[src/rtl/crtc_pix_pkg.sv]
package crtc_pix_pkg;
  parameter int PIX_W  = 8;  // pixels per fetched byte
  parameter int COL_W  = 3;  // colour code bits
  parameter int CRAM_W = 8;  // attribute byte width
  localparam int COL_LSB = CRAM_W - COL_W;
  localparam logic [COL_W-1:0] BLACK = '0;

  typedef struct packed {
    logic [PIX_W-1:0] bits;
    logic [COL_W-1:0] col;
    logic             flip;
    logic             de;
  } char_word_t;
endpackage

[src/rtl/crtc_pix_addr_map.sv]
module crtc_pix_addr_map #(
  parameter int MA_W     = 14,
  parameter int RA_W     = 5,
  parameter int MA_LO_W  = 5,
  parameter int MA_HI_W  = 5,
  parameter int RA_USE_W = 3,
  parameter int ADDR_W   = MA_LO_W + RA_USE_W + MA_HI_W
) (
  input  logic [MA_W-1:0]   ma_i,
  input  logic [RA_W-1:0]   ra_i,
  input  logic              flip_i,
  output logic [ADDR_W-1:0] addr_o
);
  localparam int RA_BASE = MA_LO_W;
  localparam int HI_BASE = MA_LO_W + RA_USE_W;

  logic [ADDR_W-1:0] raw;
  logic              unused_bits;

  genvar gi;
  generate
    for (gi = 0; gi < MA_LO_W; gi++) begin : g_lo
      assign raw[gi] = ma_i[gi];
    end
    for (gi = 0; gi < RA_USE_W; gi++) begin : g_row
      assign raw[RA_BASE+gi] = ra_i[gi];
    end
    for (gi = 0; gi < MA_HI_W; gi++) begin : g_hi
      assign raw[HI_BASE+gi] = ma_i[MA_LO_W+gi];
    end
  endgenerate

  // flipped screen reads the point-mirrored cell
  assign addr_o      = raw ^ {ADDR_W{flip_i}};
  assign unused_bits = ^{ma_i[MA_W-1:MA_LO_W+MA_HI_W], ra_i[RA_W-1:RA_USE_W]};
endmodule

[src/rtl/crtc_pix_fetch.sv]
module crtc_pix_fetch
  import crtc_pix_pkg::*;
#(
  parameter int ADDR_W = 13
) (
  input  logic              clk_i,
  input  logic              rst_ni,
  input  logic              char_ld_i,
  input  logic [ADDR_W-1:0] addr_i,
  input  logic              flip_i,
  input  logic              de_i,
  output logic [ADDR_W-1:0] vram_addr_o,
  output logic              vram_rd_o,
  input  logic [PIX_W-1:0]  vram_rdata_i,
  input  logic [CRAM_W-1:0] cram_rdata_i,
  input  logic              take_i,
  output char_word_t        word_o,
  output logic              word_vld_o
);
  logic [ADDR_W-1:0] addr_q;
  logic              rd_q, flip_a, de_a;
  logic              vld_b, flip_b, de_b;
  char_word_t        word_q;
  logic              pend_q;
  logic              unused_attr;

  // stage A: address to memories
  always_ff @(posedge clk_i or negedge rst_ni) begin
    if (!rst_ni) begin
      addr_q <= '0;
      rd_q   <= 1'b0;
      flip_a <= 1'b0;
      de_a   <= 1'b0;
    end else begin
      rd_q <= char_ld_i;
      if (char_ld_i) begin
        addr_q <= addr_i;
        flip_a <= flip_i;
        de_a   <= de_i;
      end
    end
  end

  // stage B: memory read in flight
  always_ff @(posedge clk_i or negedge rst_ni) begin
    if (!rst_ni) begin
      vld_b  <= 1'b0;
      flip_b <= 1'b0;
      de_b   <= 1'b0;
    end else begin
      vld_b  <= rd_q;
      flip_b <= flip_a;
      de_b   <= de_a;
    end
  end

  // stage C: hold word until the shifter takes it
  always_ff @(posedge clk_i or negedge rst_ni) begin
    if (!rst_ni) begin
      word_q <= '0;
      pend_q <= 1'b0;
    end else if (vld_b) begin
      word_q.bits <= vram_rdata_i;
      word_q.col  <= cram_rdata_i[CRAM_W-1:COL_LSB];
      word_q.flip <= flip_b;
      word_q.de   <= de_b;
      pend_q      <= 1'b1;
    end else if (take_i) begin
      pend_q <= 1'b0;
    end
  end

  assign vram_addr_o = addr_q;
  assign vram_rd_o   = rd_q;
  assign word_o      = word_q;
  assign word_vld_o  = pend_q;
  assign unused_attr = ^cram_rdata_i[COL_LSB-1:0];
endmodule

[src/rtl/crtc_pix_shifter.sv]
module crtc_pix_shifter
  import crtc_pix_pkg::*;
(
  input  logic             clk_i,
  input  logic             rst_ni,
  input  logic             char_ld_i,
  input  char_word_t       word_i,
  input  logic             word_vld_i,
  output logic             take_o,
  output logic [COL_W-1:0] rgb_o,
  output logic             pix_vld_o
);
  localparam int PH_W  = (PIX_W > 1) ? $clog2(PIX_W) : 1;
  localparam int CNT_W = $clog2(PIX_W + 1);
  localparam logic [PH_W-1:0]  PH_LAST = PH_W'(PIX_W - 1);
  localparam logic [CNT_W-1:0] CNT_FULL = CNT_W'(PIX_W);

  logic [PH_W-1:0]  phase_q;
  logic [CNT_W-1:0] cnt_q;
  logic [PIX_W-1:0] sh_q;
  logic             flip_q;
  logic [COL_W-1:0] col_q;
  logic             pix_bit;

  assign take_o = (phase_q == PH_LAST);

  // pixel phase, realigned by every load strobe
  always_ff @(posedge clk_i or negedge rst_ni) begin
    if (!rst_ni)                  phase_q <= '0;
    else if (char_ld_i || take_o) phase_q <= '0;
    else                          phase_q <= phase_q + 1'b1;
  end

  always_ff @(posedge clk_i or negedge rst_ni) begin
    if (!rst_ni) begin
      sh_q   <= '0;
      flip_q <= 1'b0;
      col_q  <= BLACK;
      cnt_q  <= '0;
    end else if (take_o) begin
      sh_q   <= word_i.bits;
      flip_q <= word_i.flip;
      col_q  <= word_i.de ? word_i.col : BLACK;
      cnt_q  <= word_vld_i ? CNT_FULL : '0;
    end else if (cnt_q != '0) begin
      sh_q  <= flip_q ? (sh_q >> 1) : (sh_q << 1);
      cnt_q <= cnt_q - 1'b1;
    end
  end

  assign pix_bit   = flip_q ? sh_q[0] : sh_q[PIX_W-1];
  assign pix_vld_o = (cnt_q != '0);
  assign rgb_o     = (pix_vld_o && pix_bit) ? col_q : BLACK;
endmodule

[src/rtl/crtc_pix_serializer.sv]
module crtc_pix_serializer
  import crtc_pix_pkg::*;
#(
  parameter int MA_W     = 14,
  parameter int RA_W     = 5,
  parameter int MA_LO_W  = 5,
  parameter int MA_HI_W  = 5,
  parameter int RA_USE_W = 3,
  localparam int ADDR_W  = MA_LO_W + RA_USE_W + MA_HI_W
) (
  input  logic              clk_i,
  input  logic              rst_ni,
  input  logic              char_ld_i,
  input  logic [MA_W-1:0]   ma_i,
  input  logic [RA_W-1:0]   ra_i,
  input  logic              de_i,
  input  logic              flip_ctl_i,
  output logic [ADDR_W-1:0] vram_addr_o,
  output logic              vram_rd_o,
  input  logic [PIX_W-1:0]  vram_rdata_i,
  input  logic [CRAM_W-1:0] cram_rdata_i,
  output logic [COL_W-1:0]  rgb_o,
  output logic              pix_vld_o
);
  logic              flip;
  logic [ADDR_W-1:0] addr_c;
  char_word_t        word;
  logic              word_vld, take;

  assign flip = ~flip_ctl_i;

  crtc_pix_addr_map #(
    .MA_W(MA_W), .RA_W(RA_W), .MA_LO_W(MA_LO_W), .MA_HI_W(MA_HI_W),
    .RA_USE_W(RA_USE_W), .ADDR_W(ADDR_W)
  ) addr_map_i (
    .ma_i  (ma_i),
    .ra_i  (ra_i),
    .flip_i(flip),
    .addr_o(addr_c)
  );

  crtc_pix_fetch #(.ADDR_W(ADDR_W)) fetch_i (
    .clk_i       (clk_i),
    .rst_ni      (rst_ni),
    .char_ld_i   (char_ld_i),
    .addr_i      (addr_c),
    .flip_i      (flip),
    .de_i        (de_i),
    .vram_addr_o (vram_addr_o),
    .vram_rd_o   (vram_rd_o),
    .vram_rdata_i(vram_rdata_i),
    .cram_rdata_i(cram_rdata_i),
    .take_i      (take),
    .word_o      (word),
    .word_vld_o  (word_vld)
  );

  crtc_pix_shifter shifter_i (
    .clk_i     (clk_i),
    .rst_ni    (rst_ni),
    .char_ld_i (char_ld_i),
    .word_i    (word),
    .word_vld_i(word_vld),
    .take_o    (take),
    .rgb_o     (rgb_o),
    .pix_vld_o (pix_vld_o)
  );
endmodule

[config.mk]
export PLATFORM = sky130hd
export DESIGN_NAME = crtc_pix_serializer
export DESIGN_NICKNAME = d
export VERILOG_FILES = /design/src/rtl/crtc_pix_pkg.sv /design/src/rtl/crtc_pix_addr_map.sv /design/src/rtl/crtc_pix_fetch.sv /design/src/rtl/crtc_pix_shifter.sv /design/src/rtl/crtc_pix_serializer.sv
export SDC_FILE = /design/constraint.sdc
export NUM_CORES = 1
export LEC_CHECK = 0
export CAP_MARGIN = 10
export CORE_MARGIN = 1.5
export CORE_UTILIZATION = 25
export CTS_CLUSTER_DIAMETER = 50
export DETAILED_ROUTE_END_ITERATION = 10
export DONT_BUFFER_PORTS = 1
export PLACE_DENSITY = 0.45
export RECOVER_POWER = 25
export SLEW_MARGIN = 20
export SYNTH_ARGS = -nofsm -noshare
export SYNTH_HDL_FRONTEND = slang
export SYNTH_SLANG_ARGS = --single-unit
[constraint.sdc]
create_clock -name clk_i -period 2.8 [get_ports clk_i]
set_input_delay 0.42 -clock clk_i [delete_from_list [all_inputs] [get_ports clk_i]]
set_output_delay 0.42 -clock clk_i [all_outputs]
set_load 0.005 [all_outputs]
==> results.py <==
metrics = {
    "synthesis": {
        "synth_area_leaders": "dfrtp_1 56%, mux2_2 14%, xnor2_1 4.9%, ha_1 2.2%, o31ai_2 2.2%",
        "synth_area_leader_cell": "dfrtp_1",
        "synth_top_family_by_area": "multiplexers",
        "yosysWarningCount": 0,
        "avgSynthCellArea_sq_um": 12.6,
        "synth_cell_types": 30,
        "synthesis.area_sq_um": 2320,
        "yosysTopAreaCellShare_pct": 56.1,
        "synth_fp_nets": 228,
        "synth-edff-count": 0,
        "synth_ff_type": "dfrtp_1",
        "synth-xor-area-share_pct": 4.91,
        "async_reset_ff_share_pct": 100,
        "syn_inst": 184,
        "yosysSeqAreaShare_pct": 56.1,
        "synth-compound-area-share_pct": 8.31,
        "synth.ff_latch_count": 52,
        "synthAdderAreaFrac_pct": 2.16,
        "muxShareOfSynthArea_pct": 14.5,
        "yosys.area_share.simple_pct": 9.55,
    },
    "global_route": {
        "grt_max_degree": 53,
        "antenna_found_initial": 0,
        "grt-ovfl-total": 0,
        "grt_pass1_wl_microns": 7230,
        "grt_pass1_vias": 1385,
        "grt_use_total_pct": 9.31,
    },
    "finish": {
        "synthToLayoutAreaGrowth_pct": 8.58,
        "fillCellCount": 916,
        "final_layout_size_suffix_gt1_share_pct": 25.0,
        "regArea_sq_um": 1300,
        "multi_input_area_sq_um": 913,
        "layout.cells.non_filler": 292,
        "num_antenna_cells": 0,
        "fin_nets": 227,
    },
    "setup_path": {
        "path_cells": "inv_1, ha_1, nor3b_4, inv_1",
        "critical_path.startpoint": "shifter_i.cnt_q[0]$_DFFE_PN0P_",
        "crit_fanout": 11,
        "slowest_delay_ns": 0.41,
        "cp_num_buf_inv": 2,
        "path_common_cell": "inv_1",
        "r2r.worst_path.cells": 5,
        "worstSetupPathDepth": 4,
        "r2r-end": "shifter_i.cnt_q[1]$_DFFE_PN0P_",
        "crit_type": "flop to output pin",
        "end_kind": "output pin",
        "critPathCapture": "pix_vld_o",
        "critPathArrivalTime_ns": 1.65,
        "crit_required_ns": 2.38,
        "worst_setup_path_start_kind": "flop",
        "path_delay_family": "flip-flops",
        "reg2reg_from": "shifter_i.phase_q[0]$_DFF_PN0_",
        "r2r_slack_ns": 0.97,
        "critPathSlowestCell": "dfrtp_1",
    },
    "clocking": {
        "clockRootBuffer": "clkbuf_8",
        "insertion_delay_ns": 0.30,
        "cts_buffer_depth": 2,
        "cts.sinks": 52,
        "cts_setup_buffers": 0,
        "clk_pin_slew_ns": 0.10,
        "h-tree-depth": 2,
        "cts_buffers": 5,
        "cts-resized-gates": 0,
        "cts_tree": "built",
    },
    "detailed_routing": {
        "drc_errors": 0,
        "drtIter0Drc": 33,
        "vias": 1331,
        "wirelength_microns": 4230,
        "via_per_inst": 4.56,
        "wire_per_inst_microns": 14.5,
        "ant_nets": 0,
        "firstDrtPassIters": 4,
    },
    "floorplanning": {
        "ios": 58,
        "die-area_sq_um": 9860,
        "coreArea_sq_um": 8850,
        "die_w_microns": 99.3,
        "start_util_pct": 26.2,
        "rows": 34,
        "die-height_microns": 99.3,
    },
    "sta": {
        "min_period_over_period_pct": 74.1,
        "drv_slew": 0,
        "slew_headroom_pct": 12.2,
        "skew_ns": 0.00751,
        "timing.fmax_mhz": 482,
        "final_hold_viol_count": 0,
        "finalCriticalPeriod_ns": 2.07,
        "setup_viol": 0,
        "rsz0062_at_grt": "false",
        "timing.setup.tns_ns": 0,
        "tightest_slew_ns": 1.32,
    },
    "place": {
        "dp.cells": 282,
        "port_buffers": 0,
        "gp_congestion": 0.678,
        "hpwl_microns": 2790,
    },
    "job": {
        "drv_cap": 0,
    },
    "outcome": {
        "status": "finished, final reports clean",
    },
    "power": {
        "p_leak_nw": 1.03,
        "p_per_area_nw_per_um2": 796,
        "peakVddDrop_mv": 0.257,
    },
    "worst_hold_path": {
        "hold_class": "input port to flop",
    },
}
==> worst reg2reg max path, stage by stage, from the launching register on <==
cell and delay [ns]:
dfrtp_1 0.37, ha_1 0.18, ha_1 0.64, inv_1 0.27, a21oi_1 0.19, a31oi_1 0.05
==> report_power, final <==
| group | total, mW | switching (mW) | leakage [nW] | internal, mW |
|---|---|---|---|---|
| Combinational | 0.448 | 0.210 | 0.346 | 0.238 |
| Sequential | 1.01 | 0.119 | 0.628 | 0.895 |
| Clock | 0.541 | 0.269 | 0.0600 | 0.272 |
==> per-stage QoR <==
step	power, mW	util [%]	hold WS, ns	area [sq um]	worst slack (ns)
2_1_floorplan	1.40	-	0.124	2320	1.24
3_3_place_gp	1.45	27.0	0.126	2390	0.958
3_5_place_dp	1.47	27.0	0.126	2390	0.927
4_1_cts	2.05	28.7	0.117	2540	0.689
5_1_grt	2.14	28.5	0.113	2520	0.554
6_report	2.00	28.5	0.137	2520	0.726
==> synth_stat cells (2+ instances only) <==
cell      number
a31oi_1        3
buf_6          3
a21oi_1        2
nand2_1        8
o21ai_0        4
nor2_1        10
inv_1          8
ha_1           4
o31ai_2        4
a211oi_1       6
dfrtp_1       52
nor2b_1        6
mux2i_1        2
nand3_1        4
mux2_2        28
buf_2          5
xnor2_1       13
nor3_1         6
o31ai_1        3
nor3b_1        3
==> area by class of cell <==
type / instances / share of cell area (%)
clock buffer: 5 / 2.73
inverter: 8 / 1.19
tap: 108 / 5.37
multi-input combinational: 113 / 36.3
sequential: 52 / 51.7
timing repair buffer: 3 / 0.895
clock inverter: 3 / 1.84
==> what timing repair did <==
| action | 4_1_cts | 5_1_grt |
|---|---|---|
| endpoints found under the hold margin | 52 | 0 |
| hold buffers | 2 | 0 |
| setup endpoints to repair | 0 | 0 |
==> per-layer routing <==
metal,vias up,GRT usage [%],share of wire [%]
li1,635,-,-
met1,648,13.0,47
met2,46,13.5,44
met3,2,3.44,8.1
met4,0,2.60,0.64
met5,-,0,0
==> cells by family after synthesis <==
group / Yosys count
simple gates: 41
fa+ha+maj: 4
mux: 30
xor+xnor: 13
flops: 52
buf+inv: 19
compound gates: 25
==> state kept, by name, indices dropped and copies added, names as in the netlist <==
| register | flops |
|---|---|
| fetch_i.de_a | 1 |
| fetch_i.de_b | 1 |
| fetch_i.flip_a | 1 |
| fetch_i.flip_b | 1 |
| fetch_i.vld_b | 1 |
| fetch_i.vram_addr_o | 13 |
| fetch_i.vram_rd_o | 1 |
| fetch_i.word_o | 13 |
| fetch_i.word_vld_o | 1 |
| shifter_i.cnt_q | 4 |
| shifter_i.col_q | 3 |
| shifter_i.flip_q | 1 |
| shifter_i.phase_q | 3 |
| shifter_i.sh_q | 8 |
==> cells in the final DEF, fill, tap and decap left out, drive strengths merged <==
cell type and n:
bufinv 1, mux2i 2, xnor2 13, nor2 10, a31oi 3, inv 9
nor3 6, nand3 4, mux2 28, clkinv 1, nand2 8, dlygate4sd3 1
clkbuf 6, buf 1, o21ai 5, nor3b 4, a21oi 2, or2b 1
nand3b 1, a211oi 6, a221o 1, dfrtp 52, and2b 1, ha 4
o31ai 7, a21o 1, nor2b 6
==> how the worst min path moves through the flow <==
stage                     cells past startpoint                            end  slack, ns       from
after global routing                          0    fetch_i.vram_rd_o$_DFF_PN0_       0.11  char_ld_i
after floorplan                               0       fetch_i.de_a$_DFFE_PN0P_       0.12     rst_ni
final                                         0    fetch_i.vram_rd_o$_DFF_PN0_       0.14  char_ld_i
after detailed placement                      0  fetch_i.word_o[8]$_DFFE_PN0P_       0.13     rst_ni
after CTS                                     0    fetch_i.vram_rd_o$_DFF_PN0_       0.12  char_ld_i
after global placement                        0  fetch_i.word_o[7]$_DFFE_PN0P_       0.13     rst_ni
Note: power is estimated with default switching activity, not from simulation.
